==> src/rtl/flash_cmd_pkg.sv <==
package flash_cmd_pkg;

  typedef enum logic [2:0] {
    ST_IDLE  = 3'd0,
    ST_KEY1  = 3'd1,
    ST_KEY2  = 3'd2,
    ST_WORD  = 3'd3,
    ST_EKEY0 = 3'd4,
    ST_EKEY1 = 3'd5,
    ST_ESEL  = 3'd6
  } step_t;

  typedef enum logic [1:0] {
    MD_ARRAY = 2'd0,
    MD_IDENT = 2'd1,
    MD_QUERY = 2'd2
  } mode_t;

  typedef enum logic [1:0] {
    OP_PROG  = 2'd0,
    OP_CHIP  = 2'd1,
    OP_SECT  = 2'd2,
    OP_BLOCK = 2'd3
  } op_t;

  localparam int CMP_W = 15;

  localparam logic [CMP_W-1:0] KEY_ADDR_A = 15'h5555;
  localparam logic [CMP_W-1:0] KEY_ADDR_B = 15'h2AAA;

  localparam logic [7:0] CODE_KEY_A   = 8'hAA;
  localparam logic [7:0] CODE_KEY_B   = 8'h55;
  localparam logic [7:0] CODE_PROG    = 8'hA0;
  localparam logic [7:0] CODE_ERASE   = 8'h80;
  localparam logic [7:0] CODE_IDENT   = 8'h90;
  localparam logic [7:0] CODE_QUERY   = 8'h98;
  localparam logic [7:0] CODE_LEAVE   = 8'hF0;
  localparam logic [7:0] CODE_CHIP    = 8'h10;
  localparam logic [7:0] CODE_SECTOR  = 8'h30;
  localparam logic [7:0] CODE_BLOCK   = 8'h50;

endpackage

==> src/rtl/cmd_match.sv <==
module cmd_match
  import flash_cmd_pkg::*;
(
  input  logic [CMP_W-1:0] cmd_addr,
  input  logic [7:0]       cmd_byte,
  output logic             at_key_a,
  output logic             hit_key_a,
  output logic             hit_key_b,
  output logic             is_leave
);

  logic at_key_b;

  always_comb begin
    at_key_a  = (cmd_addr == KEY_ADDR_A);
    at_key_b  = (cmd_addr == KEY_ADDR_B);
    hit_key_a = at_key_a && (cmd_byte == CODE_KEY_A);
    hit_key_b = at_key_b && (cmd_byte == CODE_KEY_B);
    is_leave  = (cmd_byte == CODE_LEAVE);
  end

endmodule

==> src/rtl/cmd_fsm.sv <==
module cmd_fsm
  import flash_cmd_pkg::*;
(
  input  logic       clk,
  input  logic       rst_n,
  input  logic       wr_en,
  input  logic       busy_i,
  input  logic       at_key_a,
  input  logic       hit_key_a,
  input  logic       hit_key_b,
  input  logic       is_leave,
  input  logic [7:0] cmd_byte,
  output step_t      step_q,
  output mode_t      mode_q,
  output logic       fire,
  output op_t        fire_op
);

  step_t step_d;
  mode_t mode_d;
  logic  accept;

  assign accept = wr_en && !busy_i;

  always_comb begin
    step_d  = step_q;
    mode_d  = mode_q;
    fire    = 1'b0;
    fire_op = OP_PROG;
    if (accept) begin
      step_d = ST_IDLE;
      case (step_q)
        ST_IDLE: begin
          if (hit_key_a) step_d = ST_KEY1;
          else           mode_d = MD_ARRAY;
        end
        ST_KEY1: begin
          if (hit_key_b) step_d = ST_KEY2;
          else           mode_d = MD_ARRAY;
        end
        ST_KEY2: begin
          mode_d = MD_ARRAY;
          if (at_key_a) begin
            case (cmd_byte)
              CODE_PROG:  begin step_d = ST_WORD;  mode_d = mode_q; end
              CODE_ERASE: begin step_d = ST_EKEY0; mode_d = mode_q; end
              CODE_IDENT: mode_d = MD_IDENT;
              CODE_QUERY: mode_d = MD_QUERY;
              default:    mode_d = MD_ARRAY;
            endcase
          end
        end
        ST_WORD: begin
          fire    = 1'b1;
          fire_op = OP_PROG;
          mode_d  = MD_ARRAY;
        end
        ST_EKEY0: begin
          if (hit_key_a) step_d = ST_EKEY1;
          else           mode_d = MD_ARRAY;
        end
        ST_EKEY1: begin
          if (hit_key_b) step_d = ST_ESEL;
          else           mode_d = MD_ARRAY;
        end
        ST_ESEL: begin
          mode_d = MD_ARRAY;
          if (cmd_byte == CODE_CHIP && at_key_a) begin
            fire    = 1'b1;
            fire_op = OP_CHIP;
          end else if (cmd_byte == CODE_SECTOR) begin
            fire    = 1'b1;
            fire_op = OP_SECT;
          end else if (cmd_byte == CODE_BLOCK) begin
            fire    = 1'b1;
            fire_op = OP_BLOCK;
          end
        end
        default: mode_d = MD_ARRAY;
      endcase
      if (is_leave && step_q != ST_WORD) begin
        step_d = ST_IDLE;
        mode_d = MD_ARRAY;
        fire   = 1'b0;
      end
    end
  end

  always_ff @(posedge clk or negedge rst_n) begin
    if (!rst_n) begin
      step_q <= ST_IDLE;
      mode_q <= MD_ARRAY;
    end else if (accept) begin
      step_q <= step_d;
      mode_q <= mode_d;
    end
  end

  AST_BUSY_FREEZE: assert property (@(posedge clk) disable iff (!rst_n)
    busy_i |=> ($stable(step_q) && $stable(mode_q)));

endmodule

==> src/rtl/op_latch.sv <==
module op_latch
  import flash_cmd_pkg::*;
#(
  parameter int ADDR_W   = 20,
  parameter int DATA_W   = 16,
  parameter int SECT_LSB = 11,
  parameter int BLK_LSB  = 15,
  localparam int UNIT_W  = ADDR_W - SECT_LSB,
  localparam int PAD_W   = BLK_LSB - SECT_LSB
)(
  input  logic              clk,
  input  logic              rst_n,
  input  logic              busy_i,
  input  logic              fire,
  input  op_t               fire_op,
  input  logic [ADDR_W-1:0] wr_addr,
  input  logic [DATA_W-1:0] wr_data,
  output logic              start_q,
  output op_t               op_q,
  output logic [ADDR_W-1:0] addr_q,
  output logic [DATA_W-1:0] data_q,
  output logic [UNIT_W-1:0] unit_q
);

  logic [UNIT_W-1:0] unit_d;

  always_comb begin
    case (fire_op)
      OP_SECT:  unit_d = wr_addr[ADDR_W-1:SECT_LSB];
      OP_BLOCK: unit_d = {{PAD_W{1'b0}}, wr_addr[ADDR_W-1:BLK_LSB]};
      default:  unit_d = '0;
    endcase
  end

  always_ff @(posedge clk or negedge rst_n) begin
    if (!rst_n) start_q <= 1'b0;
    else        start_q <= fire;
  end

  always_ff @(posedge clk or negedge rst_n) begin
    if (!rst_n) begin
      op_q   <= OP_PROG;
      addr_q <= '0;
      data_q <= '0;
      unit_q <= '0;
    end else if (fire) begin
      op_q   <= fire_op;
      addr_q <= wr_addr;
      data_q <= wr_data;
      unit_q <= unit_d;
    end
  end

  AST_PULSE_ONE: assert property (@(posedge clk) disable iff (!rst_n)
    start_q |=> !start_q);

  AST_NO_LAUNCH_BUSY: assert property (@(posedge clk) disable iff (!rst_n)
    busy_i |=> !start_q);

endmodule

==> src/rtl/ident_rom.sv <==
module ident_rom
  import flash_cmd_pkg::*;
#(
  parameter int          ADDR_W = 20,
  parameter int          DATA_W = 16,
  parameter logic [15:0] MFR_ID = 16'h00BF,
  parameter logic [15:0] DEV_ID = 16'h2782
)(
  input  mode_t             mode,
  input  logic [ADDR_W-1:0] rd_addr,
  output logic [DATA_W-1:0] id_data
);

  logic low_pair;

  always_comb begin
    low_pair = (rd_addr[ADDR_W-1:1] == '0);
    id_data  = '0;
    if (mode == MD_IDENT && low_pair)
      id_data = rd_addr[0] ? DATA_W'(DEV_ID) : DATA_W'(MFR_ID);
  end

endmodule

==> src/rtl/flash_cmd_seq.sv <==
module flash_cmd_seq
  import flash_cmd_pkg::*;
#(
  parameter int ADDR_W   = 20,
  parameter int DATA_W   = 16,
  parameter int SECT_LSB = 11,
  parameter int BLK_LSB  = 15,
  localparam int UNIT_W  = ADDR_W - SECT_LSB
)(
  input  logic              clk,
  input  logic              rst_n,
  input  logic              wr_en,
  input  logic [ADDR_W-1:0] wr_addr,
  input  logic [DATA_W-1:0] wr_data,
  input  logic              busy_i,
  input  logic [ADDR_W-1:0] rd_addr,
  output logic              start_o,
  output logic [1:0]        op_o,
  output logic [ADDR_W-1:0] tgt_addr_o,
  output logic [DATA_W-1:0] tgt_data_o,
  output logic [UNIT_W-1:0] erase_unit_o,
  output logic [1:0]        mode_o,
  output logic [DATA_W-1:0] id_data_o
);

  logic [1:0] rst_pipe;
  logic       rst_n_int;
  logic       at_key_a, hit_key_a, hit_key_b, is_leave;
  logic       fire;
  op_t        fire_op;
  op_t        op_q;
  step_t      step_q;
  mode_t      mode_q;

  always_ff @(posedge clk or negedge rst_n) begin
    if (!rst_n) rst_pipe <= 2'b00;
    else        rst_pipe <= {rst_pipe[0], 1'b1};
  end
  assign rst_n_int = rst_pipe[1];

  cmd_match u_match (
    .cmd_addr  (wr_addr[CMP_W-1:0]),
    .cmd_byte  (wr_data[7:0]),
    .at_key_a  (at_key_a),
    .hit_key_a (hit_key_a),
    .hit_key_b (hit_key_b),
    .is_leave  (is_leave)
  );

  cmd_fsm u_fsm (
    .clk       (clk),
    .rst_n     (rst_n_int),
    .wr_en     (wr_en),
    .busy_i    (busy_i),
    .at_key_a  (at_key_a),
    .hit_key_a (hit_key_a),
    .hit_key_b (hit_key_b),
    .is_leave  (is_leave),
    .cmd_byte  (wr_data[7:0]),
    .step_q    (step_q),
    .mode_q    (mode_q),
    .fire      (fire),
    .fire_op   (fire_op)
  );

  op_latch #(
    .ADDR_W   (ADDR_W),
    .DATA_W   (DATA_W),
    .SECT_LSB (SECT_LSB),
    .BLK_LSB  (BLK_LSB)
  ) u_latch (
    .clk     (clk),
    .rst_n   (rst_n_int),
    .busy_i  (busy_i),
    .fire    (fire),
    .fire_op (fire_op),
    .wr_addr (wr_addr),
    .wr_data (wr_data),
    .start_q (start_o),
    .op_q    (op_q),
    .addr_q  (tgt_addr_o),
    .data_q  (tgt_data_o),
    .unit_q  (erase_unit_o)
  );

  ident_rom #(
    .ADDR_W (ADDR_W),
    .DATA_W (DATA_W)
  ) u_rom (
    .mode    (mode_q),
    .rd_addr (rd_addr),
    .id_data (id_data_o)
  );

  assign op_o   = op_q;
  assign mode_o = mode_q;

  AST_LAUNCH_CLEAN: assert property (@(posedge clk) disable iff (!rst_n_int)
    start_o |-> (step_q == ST_IDLE && mode_q == MD_ARRAY));

  AST_SEQ_RESET: assert property (@(posedge clk) disable iff (!rst_n_int)
    (wr_en && !busy_i && is_leave && step_q != ST_WORD) |=> (mode_q == MD_ARRAY));

endmodule

==> config.mk <==
export PLATFORM = sky130hd
export DESIGN_NAME = flash_cmd_seq
export DESIGN_NICKNAME = d
export VERILOG_FILES = /design/src/rtl/flash_cmd_pkg.sv /design/src/rtl/cmd_match.sv /design/src/rtl/cmd_fsm.sv /design/src/rtl/op_latch.sv /design/src/rtl/ident_rom.sv /design/src/rtl/flash_cmd_seq.sv
export SDC_FILE = /design/constraint.sdc
export NUM_CORES = 1
export LEC_CHECK = 0
export ABC_AREA = 1
export BUFFER_PORTS_ARGS = -buffer_cell sky130_fd_sc_hd__buf_2
export CAP_MARGIN = 10
export CELL_PAD_IN_SITES_DETAIL_PLACEMENT = 2
export CELL_PAD_IN_SITES_GLOBAL_PLACEMENT = 2
export CORE_MARGIN = 2
export CORE_UTILIZATION = 22
export DETAILED_ROUTE_END_ITERATION = 7
export GPL_ROUTABILITY_DRIVEN = 0
export MAX_ROUTING_LAYER = met4
export PLACE_DENSITY = 0.73
export REMOVE_ABC_BUFFERS = 1
export SETUP_SLACK_MARGIN = 0.1
export SYNTH_ARGS = -nofsm -noshare
export SYNTH_HDL_FRONTEND = slang
export SYNTH_SLANG_ARGS = --single-unit
export TNS_END_PERCENT = 20
==> constraint.sdc <==
create_clock -name clk -period 1.74 [get_ports clk]
set_input_delay 0.087 -clock clk [delete_from_list [all_inputs] [get_ports clk]]
set_output_delay 0.087 -clock clk [all_outputs]
set_load 0.1 [all_outputs]
==> flow_summary.html, run 1 <==
<table>
<tr><th>Metric</th><th>Value</th></tr>
<tr><th colspan="2">STA</th></tr>
<tr><td>Setup violators final</td><td>0</td></tr>
<tr><td>Final Hold Vio Count</td><td>0</td></tr>
<tr><td>Crit share post-route</td><td>93.1%</td></tr>
<tr><td>Fin Clk Skew</td><td>0.00569 ns</td></tr>
<tr><td>Min cycle time layout</td><td>1.62 ns</td></tr>
<tr><td>Final total negative setup slack</td><td>0 ns</td></tr>
<tr><td>Final Max Slew Viols</td><td>0</td></tr>
<tr><td>Final Hold Slack</td><td>0.00134 ns</td></tr>
<tr><td>Achievable frequency</td><td>617 MHz</td></tr>
<tr><td>RSZ-0062 raised after global routing</td><td>true</td></tr>
<tr><th colspan="2">Synthesis</th></tr>
<tr><td>Post-synthesis cell area</td><td>2740 um^2</td></tr>
<tr><td>Count of state elements after synthesis</td><td>55</td></tr>
<tr><td>Portion of synthesized cell area occupied by the leading cell type</td><td>50.3%</td></tr>
<tr><td>Synthesized netlist cell count</td><td>354</td></tr>
<tr><td>Portion of the post-synthesis area used by sequential elements</td><td>50.3%</td></tr>
<tr><td>Mean Syn Cell Area</td><td>7.74 um^2</td></tr>
<tr><td>Ranking of synthesized cells by area</td><td>sky130_fd_sc_hd__dfrtp_1 (50%), sky130_fd_sc_hd__nand2_1 (18%), sky130_fd_sc_hd__nand3_1 (4.4%)</td></tr>
<tr><td>Prevailing post-synth register cell</td><td>sky130_fd_sc_hd__dfrtp_1</td></tr>
<tr><td>Most frequently used cell type in the post-synthesis netlist</td><td>sky130_fd_sc_hd__nand2_1</td></tr>
<tr><td>Leading cell types by count after synthesis</td><td>sky130_fd_sc_hd__nand2_1 (128), sky130_fd_sc_hd__dfrtp_1 (55), sky130_fd_sc_hd__nor2_1 (30)</td></tr>
<tr><td>Share of synthesized registers carrying an async set or reset</td><td>100%</td></tr>
<tr><td>Netlist cell types</td><td>25</td></tr>
<tr><td>Yosys top cell by area</td><td>sky130_fd_sc_hd__dfrtp_1</td></tr>
<tr><td>Number of flops mapped to enable cells by yosys</td><td>0</td></tr>
<tr><td>Number of warnings issued by yosys</td><td>0</td></tr>
<tr><th colspan="2">Power and ir drop</th></tr>
<tr><td>Switching power total</td><td>0.00133 W</td></tr>
<tr><td>Ratio of total power to cell area</td><td>889 nW/um^2</td></tr>
<tr><td>Share of power burned in registers</td><td>41.5%</td></tr>
<tr><td>Leakage</td><td>2.11 nW</td></tr>
<tr><td>Int Power</td><td>0.00205 W</td></tr>
<tr><td>Switching power as a share of total power</td><td>39.3%</td></tr>
<tr><td>Fraction of power consumed by the clock network</td><td>29.3%</td></tr>
<tr><td>Worst VDD drop</td><td>0.000369 V</td></tr>
<tr><td>Fraction of power consumed by combinational cells</td><td>29.3%</td></tr>
<tr><th colspan="2">Route</th></tr>
<tr><td>Initial DRC count</td><td>111</td></tr>
<tr><td>Number of nets with antenna violations after routing</td><td>0</td></tr>
<tr><td>Wire length after detailed routing</td><td>9530 um</td></tr>
<tr><td>Detailed-route via count</td><td>2811</td></tr>
<tr><td>Total iterations of the first detailed-routing run</td><td>4</td></tr>
<tr><td>Detailed-route wire length per cell</td><td>14.8 um</td></tr>
<tr><td>DR DRC count</td><td>0</td></tr>
<tr><td>Routed vias/inst</td><td>4.36</td></tr>
<tr><th colspan="2">Critical path</th></tr>
<tr><td>Longest individual stage delay on the worst path</td><td>0.42 ns</td></tr>
<tr><td>Number of buffers and inverters on the critical path</td><td>2</td></tr>
<tr><td>Required time of the worst setup path</td><td>1.65 ns</td></tr>
<tr><td>Critical Path Source Type</td><td>flip-flop</td></tr>
<tr><td>Worst Setup Path Type</td><td>flip-flop to output port</td></tr>
<tr><td>Type of destination of the critical path</td><td>output port</td></tr>
<tr><td>Cell type of the slowest stage on the worst timing path</td><td>sky130_fd_sc_hd__buf_2</td></tr>
<tr><td>Crit path max-delay family</td><td>buffers and inverters</td></tr>
<tr><td>Arrival time of the worst setup path</td><td>1.53 ns</td></tr>
<tr><td>Cell-by-cell listing of the critical path</td><td>and3b_1 -&gt; nand3_2 -&gt; inv_1 -&gt; buf_2</td></tr>
<tr><td>Top fanout value on the critical path</td><td>3</td></tr>
<tr><td>Worst reg2reg setup slack</td><td>0.19 ns</td></tr>
<tr><th colspan="2">Floorplan</th></tr>
<tr><td>Count of standard-cell rows</td><td>40</td></tr>
<tr><td>Height of the die</td><td>116 um</td></tr>
<tr><td>Core box area</td><td>12100 um^2</td></tr>
<tr><td>X dimension of the die</td><td>116 um</td></tr>
<tr><td>Count of pins on the block boundary</td><td>126</td></tr>
<tr><td>Die Area</td><td>13400 um^2</td></tr>
<tr><td>Initial core utilization</td><td>22.7%</td></tr>
<tr><th colspan="2">Clock network</th></tr>
<tr><td>CTS Root Cell</td><td>sky130_fd_sc_hd__clkbuf_16</td></tr>
<tr><td>Number of buffers created by CTS</td><td>5</td></tr>
<tr><td>Latest clock arrival within the worst-skew pair</td><td>0.29 ns</td></tr>
<tr><td>Clock tree from TritonCTS</td><td>yes</td></tr>
<tr><td>Number of H-tree levels</td><td>2</td></tr>
<tr><td>Clock Pin Slew Worst Setup and Hold Paths</td><td>0.07 ns</td></tr>
<tr><td>Clock tree sinks</td><td>55</td></tr>
<tr><td>Longest Clk Path Bufs</td><td>2</td></tr>
<tr><th colspan="2">Global route</th></tr>
<tr><td>Via count of the first global-routing pass</td><td>3136</td></tr>
<tr><td>Global-route wire length before repair</td><td>15500 um</td></tr>
<tr><td>Global route total overflow</td><td>0</td></tr>
<tr><td>Initial antenna violation count</td><td>0</td></tr>
<tr><td>Gr usage total</td><td>15.1%</td></tr>
<tr><td>Maximum number of pins on one net before global-route repair</td><td>41</td></tr>
<tr><th colspan="2">Layout</th></tr>
<tr><td>Antenna Diode Count</td><td>0</td></tr>
<tr><td>Filler cell count in the final layout</td><td>1396</td></tr>
<tr><td>Area added between synthesis and finish</td><td>38.7%</td></tr>
<tr><td>Area of combinational cells with multiple inputs</td><td>1090 um^2</td></tr>
<tr><td>Final Instance Area</td><td>3800 um^2</td></tr>
<tr><td>Total number of nets in the final design</td><td>536</td></tr>
<tr><td>Register area</td><td>1380 um^2</td></tr>
<tr><td>Post-layout utilization of the core</td><td>31.5%</td></tr>
<tr><td>Share of post-route cells with drive strength above 1</td><td>32.3%</td></tr>
<tr><th colspan="2">Run status</th></tr>
<tr><td>Result of the run</td><td>finished, final reports clean</td></tr>
<tr><th colspan="2">Placed design</th></tr>
<tr><td>Post-place instance area</td><td>3610 um^2</td></tr>
<tr><td>HPWL reported at the end of detailed placement</td><td>7780 um</td></tr>
<tr><td>Number of buffers added on ports</td><td>120</td></tr>
<tr><th colspan="2">Job</th></tr>
<tr><td>Count of max-cap constraint violations</td><td>0</td></tr>
<tr><th colspan="2">Hold path</th></tr>
<tr><td>Tightest Hold Check Type</td><td>primary input to flip-flop</td></tr>
</table>
[area by class of cell]
| type | instances | share of cell area [%] |
|---|---|---|
| Timing Repair Buffer | 132 | 22.4 |
| Inverter | 35 | 3.46 |
| Sequential cell | 55 | 36.3 |
| Multi-Input combinational cell | 247 | 28.8 |
| Tap cell | 168 | 5.53 |
| Clock inverter | 1 | 0.132 |
| Clock buffer | 7 | 3.49 |
[worst paths after layout]
kind,start,endpoint,depth (start not counted)
min reg2reg,rst_pipe[1]$_DFF_PN0_,u_latch.data_q[1]$_DFFE_PN0P_,1
max reg2reg,u_fsm.step_q[1]$_DFFE_PN0P_,u_latch.unit_q[8]$_DFFE_PN0P_,7
min in group asynchronous,rst_n,rst_pipe[1]$_DFF_PN0_,2
max in group asynchronous,rst_pipe[1]$_DFF_PN0_,u_latch.unit_q[8]$_DFFE_PN0P_,1
min,wr_data[8],u_latch.data_q[8]$_DFFE_PN0P_,3
max,u_fsm.mode_q[1]$_DFFE_PN0P_,id_data_o[7],4
[sequential cells by signal, indices dropped and copies added (netlist names)]
| signal | count |
|---|---|
| rst_pipe | 2 |
| u_latch.start_q | 1 |
| u_latch.unit_q | 9 |
| u_fsm.step_q | 3 |
| u_latch.op_q | 2 |
| u_fsm.mode_q | 2 |
| u_latch.addr_q | 20 |
| u_latch.data_q | 16 |
[kinds of logic (layout without fill, tap and decap cells)]
group	Yosys count	count (layout)	synth area share (%)
AOI/OAI and AO/OA	31	31	5.98
buffers and inverters	56	175	10.8
DFF	55	55	50.3
and+or+nand+nor	210	210	32.7
other	2	6	0.274
[per-stage QoR]
step / instances / power (W) / worst slack [ns]
CTS: 644 / 0.00343 / 0.0542
global placement: 633 / 0.00240 / 0.173
finish: 645 / 0.00338 / 0.120
global route: 645 / 0.00353 / 0.0286
detailed placement: 633 / 0.00242 / 0.0922
floorplan: 337 / 0.00217 / -5.72
[routing by layer]
layer | GRT usage (%) | vias up | part of all wire [%]
li1 | - | 1344 | -
met1 | 17.8 | 1387 | 41
met4 | 2.65 | 0 | 0.58
met2 | 27.0 | 74 | 53
met5 | - | - | 0
met3 | 2.88 | 6 | 5.0
[layout by cell type, fill, tap and decap left out, types with 2 or more instances in the layout]
master	count
sky130_fd_sc_hd__inv_1	29
sky130_fd_sc_hd__nand2_1	128
sky130_fd_sc_hd__inv_2	6
sky130_fd_sc_hd__clkbuf_16	5
sky130_fd_sc_hd__o21ai_2	2
sky130_fd_sc_hd__nor2_1	29
sky130_fd_sc_hd__clkbuf_1	2
sky130_fd_sc_hd__conb_1	6
sky130_fd_sc_hd__buf_2	111
sky130_fd_sc_hd__nand3_1	23
sky130_fd_sc_hd__nand3_2	2
sky130_fd_sc_hd__buf_4	7
sky130_fd_sc_hd__nand4_1	7
sky130_fd_sc_hd__dlygate4sd3_1	3
sky130_fd_sc_hd__dfrtp_1	54
sky130_fd_sc_hd__nor3_1	4
sky130_fd_sc_hd__nor4_1	6
sky130_fd_sc_hd__nor2_2	5
sky130_fd_sc_hd__o21ai_0	18
sky130_fd_sc_hd__buf_12	10
sky130_fd_sc_hd__o21ai_1	9
[worst register-to-register path, delay by kind of cell, from the launching register on]
family,cells,cell delay [ns]
buffers and inverters,3,0.41
AOI/OAI and AO/OA,1,0.18
and+or+nand+nor,3,0.46
DFF,1,0.40
[power groups by stage]
| stage | Combinational [W] | Clock (W) | Sequential (W) |
|---|---|---|---|
| final | 0.000989 | 0.000989 | 0.00140 |
| after floorplan | 0.000159 | 0 | 0.00201 |
| after global placement | 0.000976 | 0 | 0.00142 |
| after global routing | 0.00104 | 0.00107 | 0.00141 |
| after CTS | 0.00100 | 0.00102 | 0.00140 |
| after detailed placement | 0.000994 | 0 | 0.00143 |
[timing repair]
item | 4_1_cts | 5_1_grt
resized for setup | 1 | 3
hold endpoints to repair | 4 | 0
hold buffers | 3 | 0
pin swaps | 0 | 1
endpoints found under the setup margin | 15 | 17
setup buffers | 0 | 1
(Power assumes the default switching activity.)
==> inputs of run 2 (changes only) <==
PLACE_DENSITY = default   (was 0.73)
PLACE_DENSITY_LB_ADDON = 0.1   (was default)
==> run 2 against run 1 <==
Compared with the run above: worst setup slack worse by 0.011 ns; core utilization is 0.95 points higher; flip-flop and latch count stayed put; the run now ends with hold timing left; via count stayed put; count of clock-buffer cells in the layout is 1 lower; power is 2.1% higher.
==> flow_summary.html, run 2 (same netlist as run 1, synthesis figures left out) <==
<table>
<tr><th>Metric</th><th>Value</th></tr>
<tr><th colspan="2">Run status</th></tr>
<tr><td>Result of the run</td><td>finished with violations</td></tr>
<tr><td>Violated checks</td><td>hold timing</td></tr>
<tr><th colspan="2">Global route</th></tr>
<tr><td>Initial antenna violation count</td><td>0</td></tr>
<tr><td>Met3 usage</td><td>2.82%</td></tr>
<tr><td>Met1 Use GR</td><td>17.6%</td></tr>
<tr><td>Global route total overflow</td><td>0</td></tr>
<tr><td>Global-route wire length before repair</td><td>15400 um</td></tr>
<tr><td>Maximum number of pins on one net before global-route repair</td><td>54</td></tr>
<tr><td>Via count of the first global-routing pass</td><td>3181</td></tr>
<tr><td>Met2 usage in global routing</td><td>27.0%</td></tr>
<tr><td>Most congested layer reported by global routing</td><td>met2</td></tr>
<tr><td>Gr usage total</td><td>15.4%</td></tr>
<tr><th colspan="2">Route</th></tr>
<tr><td>Detailed-route via count</td><td>2811</td></tr>
<tr><td>Detailed-route wire length per cell</td><td>14.4 um</td></tr>
<tr><td>Number of nets with antenna violations after routing</td><td>0</td></tr>
<tr><td>Initial DRC count</td><td>67</td></tr>
<tr><td>Total iterations of the first detailed-routing run</td><td>4</td></tr>
<tr><td>Routed vias/inst</td><td>4.29</td></tr>
<tr><td>Wire length after detailed routing</td><td>9450 um</td></tr>
<tr><td>DR DRC count</td><td>0</td></tr>
<tr><th colspan="2">Power and ir drop</th></tr>
<tr><td>Fraction of power consumed by combinational cells</td><td>28.9%</td></tr>
<tr><td>Fraction of power consumed by the clock network</td><td>30.5%</td></tr>
<tr><td>Overall power of the completed layout</td><td>0.00345 W</td></tr>
<tr><td>Ratio of total power to cell area</td><td>881 nW/um^2</td></tr>
<tr><td>Switching power total</td><td>0.00138 W</td></tr>
<tr><td>Worst VDD drop</td><td>0.000341 V</td></tr>
<tr><td>Leakage</td><td>2.16 nW</td></tr>
<tr><td>Share of power burned in registers</td><td>40.6%</td></tr>
<tr><td>Switching power as a share of total power</td><td>40.0%</td></tr>
<tr><td>Int Power</td><td>0.00207 W</td></tr>
<tr><th colspan="2">Floorplan</th></tr>
<tr><td>Die Area</td><td>13400 um^2</td></tr>
<tr><td>Core box area</td><td>12100 um^2</td></tr>
<tr><td>Count of pins on the block boundary</td><td>126</td></tr>
<tr><td>X dimension of the die</td><td>116 um</td></tr>
<tr><td>Height of the die</td><td>116 um</td></tr>
<tr><td>Initial core utilization</td><td>22.7%</td></tr>
<tr><td>Count of standard-cell rows</td><td>40</td></tr>
<tr><th colspan="2">STA</th></tr>
<tr><td>Final setup slack of the worst path</td><td>0.109 ns</td></tr>
<tr><td>Achievable frequency</td><td>613 MHz</td></tr>
<tr><td>Final Hold Slack</td><td>-0.000851 ns</td></tr>
<tr><td>Fin Clk Skew</td><td>0.00717 ns</td></tr>
<tr><td>RSZ-0062 raised after global routing</td><td>true</td></tr>
<tr><td>Final Max Slew Viols</td><td>0</td></tr>
<tr><td>Final Hold Vio Count</td><td>1</td></tr>
<tr><td>Setup violators final</td><td>0</td></tr>
<tr><td>Min cycle time layout</td><td>1.63 ns</td></tr>
<tr><td>Crit share post-route</td><td>93.7%</td></tr>
<tr><th colspan="2">Clock network</th></tr>
<tr><td>Number of H-tree levels</td><td>2</td></tr>
<tr><td>Clock tree from TritonCTS</td><td>yes</td></tr>
<tr><td>CTS Root Cell</td><td>sky130_fd_sc_hd__clkbuf_16</td></tr>
<tr><td>Latest clock arrival within the worst-skew pair</td><td>0.31 ns</td></tr>
<tr><td>Clock Pin Slew Worst Setup and Hold Paths</td><td>0.07 ns</td></tr>
<tr><td>Number of buffers created by CTS</td><td>5</td></tr>
<tr><td>Clock tree sinks</td><td>55</td></tr>
<tr><td>Longest Clk Path Bufs</td><td>2</td></tr>
<tr><th colspan="2">Critical path</th></tr>
<tr><td>Number of buffers and inverters on the critical path</td><td>2</td></tr>
<tr><td>Crit path max-delay family</td><td>buffers and inverters</td></tr>
<tr><td>Reg2reg start</td><td>u_fsm.step_q[1]$_DFFE_PN0P_</td></tr>
<tr><td>Arrival time of the worst setup path</td><td>1.54 ns</td></tr>
<tr><td>Type of destination of the critical path</td><td>output port</td></tr>
<tr><td>Cell type of the slowest stage on the worst timing path</td><td>sky130_fd_sc_hd__buf_2</td></tr>
<tr><td>Longest individual stage delay on the worst path</td><td>0.42 ns</td></tr>
<tr><td>Worst Setup Path Type</td><td>flip-flop to output port</td></tr>
<tr><td>Cell-by-cell listing of the critical path</td><td>and3b_1 -&gt; nand3_2 -&gt; inv_1 -&gt; buf_2</td></tr>
<tr><td>Worst Setup SP</td><td>u_fsm.mode_q[1]$_DFFE_PN0P_</td></tr>
<tr><td>Top fanout value on the critical path</td><td>3</td></tr>
<tr><td>Required time of the worst setup path</td><td>1.65 ns</td></tr>
<tr><td>Critical Path Source Type</td><td>flip-flop</td></tr>
<tr><th colspan="2">Layout</th></tr>
<tr><td>Antenna Diode Count</td><td>0</td></tr>
<tr><td>Filler cell count in the final layout</td><td>1429</td></tr>
<tr><td>Max reg flops</td><td>20</td></tr>
<tr><td>Commonest non-fill, non-tap cells in the layout</td><td>sky130_fd_sc_hd__nand2_1 (128), sky130_fd_sc_hd__buf_2 (111), sky130_fd_sc_hd__dfrtp_1 (54)</td></tr>
<tr><td>Total number of nets in the final design</td><td>546</td></tr>
<tr><td>Area of combinational cells with multiple inputs</td><td>1110 um^2</td></tr>
<tr><td>Biggest registers after layout</td><td>u_latch.addr_q x20, u_latch.data_q x16, u_latch.unit_q x9</td></tr>
<tr><td>Register area</td><td>1380 um^2</td></tr>
<tr><td>Share of post-route cells with drive strength above 1</td><td>32.9%</td></tr>
<tr><td>Area added between synthesis and finish</td><td>42.9%</td></tr>
<tr><td>Most common cell after layout, fill and taps aside</td><td>sky130_fd_sc_hd__nand2_1</td></tr>
<tr><td>Largest reg by FF count</td><td>u_latch.addr_q</td></tr>
<tr><td>Final Instance Area</td><td>3920 um^2</td></tr>
<tr><th colspan="2">Placed design</th></tr>
<tr><td>Post-place instance area</td><td>3620 um^2</td></tr>
<tr><td>Number of buffers added on ports</td><td>120</td></tr>
<tr><td>HPWL reported at the end of detailed placement</td><td>7400 um</td></tr>
<tr><td>Worst slack at placement</td><td>0.0956 ns</td></tr>
<tr><th colspan="2">Hold path</th></tr>
<tr><td>Tightest Hold Check Type</td><td>primary input to flip-flop</td></tr>
<tr><td>Hold path start</td><td>wr_data[15]</td></tr>
<tr><th colspan="2">Job</th></tr>
<tr><td>Count of max-cap constraint violations</td><td>0</td></tr>
</table>
==> run 2: cell count changes in the layout (fill, tap and decap cells not counted), sizes merged <==
cell	previous run	this run
clkbuf	7	6
clkinvlp	0	1
inv	35	36
clkinv	1	0
dlygate4sd3	3	9
buf	129	133
==> run 2: layout make-up <==
cell class	count	share of cell area, %
clock inverter	2	0.415
inverter	35	3.36
timing repair buffer	142	24.0
tap	168	5.37
multi-input combinational	247	28.4
clock buffer	6	3.29
sequential	55	35.2
==> run 2: worst register-to-register path, stage by stage, from the launching register on <==
cell and delay (ns):
sky130_fd_sc_hd__dfrtp_1 0.40, sky130_fd_sc_hd__inv_1 0.12, sky130_fd_sc_hd__nor3_2 0.15, sky130_fd_sc_hd__nand2_1 0.10, sky130_fd_sc_hd__nand2_2 0.08, sky130_fd_sc_hd__nand2_4 0.07
sky130_fd_sc_hd__buf_4 0.23, sky130_fd_sc_hd__nand2_1 0.08, sky130_fd_sc_hd__o21ai_0 0.08
==> run 2: through the flow <==
step / utilization (%) / std cells / hold slack (ns) / TNS [ns]
floorplan: - / 337 / -0.209 / -48.20
global placement: 30.0 / 635 / -0.126 / 0
detailed placement: 30.0 / 635 / -0.122 / 0
CTS: 32.1 / 652 / 0.00176 / 0
global route: 32.5 / 655 / 0.00811 / 0
finish: 32.5 / 655 / -0.000851 / 0
==> run 2: timing repair <==
item | 4_1_cts | 5_1_grt
gates resized for setup | 3 | 4
setup buffers | 0 | 3
hold buffers | 9 | 0
pin swaps | 1 | 1
endpoints found under the hold margin | 10 | 0
setup endpoints to repair | 11 | 43
==> run 2: worst paths after layout <==
path / endpoint / slack [ns] / cells past startpoint
min reg2reg: u_fsm.step_q[1]$_DFFE_PN0P_ / 0.24 / 1
min: u_latch.data_q[15]$_DFFE_PN0P_ / -0.0009 / 3
max reg2reg: u_latch.addr_q[4]$_DFFE_PN0P_ / 0.30 / 8
min in group asynchronous: rst_pipe[0]$_DFF_PN0_ / 0.09 / 2
max in group asynchronous: u_latch.addr_q[2]$_DFFE_PN0P_ / 1.20 / 1
max: id_data_o[1] / 0.11 / 4
==> run 2: power by group through the flow <==
stage / Clock (W) / Combinational, W / Sequential, W
2_1_floorplan: 0 / 0.000159 / 0.00201
3_3_place_gp: 0 / 0.000981 / 0.00142
3_5_place_dp: 0 / 0.000993 / 0.00143
4_1_cts: 0.00110 / 0.00101 / 0.00140
5_1_grt: 0.00115 / 0.00106 / 0.00141
6_report: 0.00105 / 0.000998 / 0.00140
==> run 2: metal layers <==
| metal | vias to the layer above | routed length [um] |
|---|---|---|
| met5 | - | 0 |
| met4 | 0 | 129 |
| met3 | 8 | 429 |
| met2 | 69 | 4900 |
| met1 | 1374 | 3990 |
| li1 | 1360 | - |
==> inputs of run 3 (changes only) <==
HOLD_SLACK_MARGIN = 0.08   (was default)
==> run 3 against run 2 <==
Compared with the run above: the flow now finishes without violations; fmax is essentially flat; core utilization grew 1.2 points; global-route usage grew 0.26 points; routed wire length grew 1.6%; via count grew 1.7%; register-to-register slack is essentially flat; first-iteration DRC count shrank 15%; flip-flop and latch count is the same.
==> flow_summary.html, run 3 (same netlist as run 1, synthesis figures left out) <==
<table>
<tr><th>Metric</th><th>Value</th></tr>
<tr><th colspan="2">Run status</th></tr>
<tr><td>Result of the run</td><td>finished, final reports clean</td></tr>
<tr><th colspan="2">Critical path</th></tr>
<tr><td>Reg2reg path depth</td><td>8</td></tr>
<tr><td>Required time of the worst setup path</td><td>1.65 ns</td></tr>
<tr><td>Worst reg2reg setup slack</td><td>0.30 ns</td></tr>
<tr><td>Crit path max-delay family</td><td>buffers and inverters</td></tr>
<tr><td>Critical R2R Capture</td><td>u_latch.addr_q[4]$_DFFE_PN0P_</td></tr>
<tr><td>Cell-by-cell listing of the critical path</td><td>and3b_1 -&gt; nand3_2 -&gt; inv_1 -&gt; buf_2</td></tr>
<tr><td>Reg2reg start</td><td>u_fsm.step_q[1]$_DFFE_PN0P_</td></tr>
<tr><td>Number of buffers and inverters on the critical path</td><td>2</td></tr>
<tr><td>Worst Setup Path Type</td><td>flip-flop to output port</td></tr>
<tr><td>Arrival time of the worst setup path</td><td>1.54 ns</td></tr>
<tr><td>Path length in cells of the critical path</td><td>4</td></tr>
<tr><td>Top fanout value on the critical path</td><td>3</td></tr>
<tr><td>Crit path to</td><td>id_data_o[1]</td></tr>
<tr><td>Critical Path Source Type</td><td>flip-flop</td></tr>
<tr><td>Type of destination of the critical path</td><td>output port</td></tr>
<tr><td>Cell type of the slowest stage on the worst timing path</td><td>sky130_fd_sc_hd__buf_2</td></tr>
<tr><td>Worst Setup SP</td><td>u_fsm.mode_q[1]$_DFFE_PN0P_</td></tr>
<tr><td>Longest individual stage delay on the worst path</td><td>0.42 ns</td></tr>
<tr><th colspan="2">Layout</th></tr>
<tr><td>Biggest registers after layout</td><td>u_latch.addr_q x20, u_latch.data_q x16, u_latch.unit_q x9</td></tr>
<tr><td>Antenna Diode Count</td><td>0</td></tr>
<tr><td>Most common cell after layout, fill and taps aside</td><td>sky130_fd_sc_hd__nand2_1</td></tr>
<tr><td>Total number of nets in the final design</td><td>561</td></tr>
<tr><td>Area of combinational cells with multiple inputs</td><td>1110 um^2</td></tr>
<tr><td>Commonest non-fill, non-tap cells in the layout</td><td>sky130_fd_sc_hd__nand2_1 (128), sky130_fd_sc_hd__buf_2 (111), sky130_fd_sc_hd__dfrtp_1 (54)</td></tr>
<tr><td>Post-layout utilization of the core</td><td>33.7%</td></tr>
<tr><td>Filler cell count in the final layout</td><td>1421</td></tr>
<tr><td>Largest reg by FF count</td><td>u_latch.addr_q</td></tr>
<tr><td>Area added between synthesis and finish</td><td>48.4%</td></tr>
<tr><td>Share of post-route cells with drive strength above 1</td><td>31.9%</td></tr>
<tr><td>Register area</td><td>1380 um^2</td></tr>
<tr><td>Max reg flops</td><td>20</td></tr>
<tr><th colspan="2">Floorplan</th></tr>
<tr><td>Initial core utilization</td><td>22.7%</td></tr>
<tr><td>Core box area</td><td>12100 um^2</td></tr>
<tr><td>Height of the die</td><td>116 um</td></tr>
<tr><td>Die Area</td><td>13400 um^2</td></tr>
<tr><td>Count of pins on the block boundary</td><td>126</td></tr>
<tr><td>X dimension of the die</td><td>116 um</td></tr>
<tr><td>Count of standard-cell rows</td><td>40</td></tr>
<tr><th colspan="2">Clock network</th></tr>
<tr><td>Longest Clk Path Bufs</td><td>2</td></tr>
<tr><td>Number of buffers created by CTS</td><td>5</td></tr>
<tr><td>Clock tree from TritonCTS</td><td>yes</td></tr>
<tr><td>Clock Pin Slew Worst Setup and Hold Paths</td><td>0.07 ns</td></tr>
<tr><td>CTS Root Cell</td><td>sky130_fd_sc_hd__clkbuf_16</td></tr>
<tr><td>Latest clock arrival within the worst-skew pair</td><td>0.31 ns</td></tr>
<tr><td>Number of H-tree levels</td><td>2</td></tr>
<tr><td>Clock tree sinks</td><td>55</td></tr>
<tr><th colspan="2">STA</th></tr>
<tr><td>Final setup slack of the worst path</td><td>0.108 ns</td></tr>
<tr><td>Setup violators final</td><td>0</td></tr>
<tr><td>Min cycle time layout</td><td>1.63 ns</td></tr>
<tr><td>Final Max Slew Viols</td><td>0</td></tr>
<tr><td>Achievable frequency</td><td>613 MHz</td></tr>
<tr><td>Fin Clk Skew</td><td>0.00727 ns</td></tr>
<tr><td>RSZ-0062 raised after global routing</td><td>true</td></tr>
<tr><td>Crit share post-route</td><td>93.8%</td></tr>
<tr><td>Final Hold Vio Count</td><td>0</td></tr>
<tr><td>Final Hold Slack</td><td>0.0856 ns</td></tr>
<tr><td>Final total negative setup slack</td><td>0 ns</td></tr>
<tr><th colspan="2">Route</th></tr>
<tr><td>Detailed-route wire length per cell</td><td>14.3 um</td></tr>
<tr><td>Initial DRC count</td><td>57</td></tr>
<tr><td>Detailed-route via count</td><td>2858</td></tr>
<tr><td>Number of nets with antenna violations after routing</td><td>0</td></tr>
<tr><td>Routed vias/inst</td><td>4.27</td></tr>
<tr><td>DR DRC count</td><td>0</td></tr>
<tr><td>Total iterations of the first detailed-routing run</td><td>4</td></tr>
<tr><td>Wire length after detailed routing</td><td>9600 um</td></tr>
<tr><th colspan="2">Placed design</th></tr>
<tr><td>Worst slack at placement</td><td>0.0956 ns</td></tr>
<tr><td>HPWL reported at the end of detailed placement</td><td>7400 um</td></tr>
<tr><td>Number of buffers added on ports</td><td>120</td></tr>
<tr><th colspan="2">Global route</th></tr>
<tr><td>Initial antenna violation count</td><td>0</td></tr>
<tr><td>Global-route wire length before repair</td><td>15700 um</td></tr>
<tr><td>Maximum number of pins on one net before global-route repair</td><td>54</td></tr>
<tr><td>Gr usage total</td><td>15.6%</td></tr>
<tr><td>Via count of the first global-routing pass</td><td>3237</td></tr>
<tr><td>Global route total overflow</td><td>0</td></tr>
<tr><th colspan="2">Job</th></tr>
<tr><td>Count of max-cap constraint violations</td><td>0</td></tr>
<tr><th colspan="2">Power and ir drop</th></tr>
<tr><td>Worst VDD drop</td><td>0.000340 V</td></tr>
<tr><td>Leakage</td><td>2.22 nW</td></tr>
<tr><td>Overall power of the completed layout</td><td>0.00349 W</td></tr>
<tr><td>Ratio of total power to cell area</td><td>857 nW/um^2</td></tr>
<tr><th colspan="2">Hold path</th></tr>
<tr><td>Tightest Hold Check Type</td><td>primary input to asynchronous set/reset pin</td></tr>
</table>
-- run 3: cell count changes in the layout (fill, tap and decap cells not counted), sizes merged --
cell         change
dlygate4sd3     +15
-- run 3: worst register-to-register path, delay by kind of cell (launching register included) --
family,cells,cell delay [ns]
AO/OA/AOI/OAI,1,0.08
buffers and inverters,2,0.35
flip-flops,1,0.41
AND/OR/NAND/NOR,5,0.48
-- run 3: layout make-up --
| type | count | area share [%] |
|---|---|---|
| Multi-Input combinational cell | 247 | 27.3 |
| Clock buffer | 6 | 3.17 |
| Sequential cell | 55 | 33.9 |
| Timing Repair Buffer | 157 | 26.8 |
| Clock inverter | 2 | 0.400 |
| Tap cell | 168 | 5.17 |
| Inverter | 35 | 3.23 |
-- run 3: metrics by stage --
step                cells  area (um^2)
floorplan             337         2590
global placement      635         3620
detailed placement    635         3620
CTS                   667         4020
global route          670         4070
finish                670         4070
-- run 3: how the worst min path moves through the flow --
stage	slack, ns	endpoint	cells past startpoint
3_5_place_dp	-0.12	rst_pipe[0]$_DFF_PN0_	1
2_1_floorplan	-0.21	rst_pipe[0]$_DFF_PN0_	0
5_1_grt	0.09	rst_pipe[1]$_DFF_PN0_	2
3_3_place_gp	-0.13	rst_pipe[0]$_DFF_PN0_	1
6_report	0.09	rst_pipe[0]$_DFF_PN0_	2
4_1_cts	0.08	u_latch.addr_q[8]$_DFFE_PN0P_	3
-- run 3: power by group --
part	switching, W	internal (W)	leakage (nW)
Sequential	0.0000424	0.00136	0.738
Clock	0.000519	0.000542	0.0675
Combinational	0.000832	0.000193	1.42
Total	0.00139	0.00209	2.22
-- run 3: what timing repair did --
item / in CTS / in global routing
hold buffers: 24 / 0
setup buffers: 0 / 3
gates resized for setup: 3 / 4
endpoints found under the setup margin: 11 / 43
hold endpoints to repair: 31 / 0
pin swaps: 1 / 1
-- run 3: metal layers --
metal  wire (um)  track usage [%]  part of all wire (%)  vias up
met5           0                -                     0        -
met4         135             5.06                   1.4        0
met3         434             2.72                   4.5        7
li1            -                -                     -     1391
met2        4970             27.6                    52       71
met1        4070             17.9                    42     1389
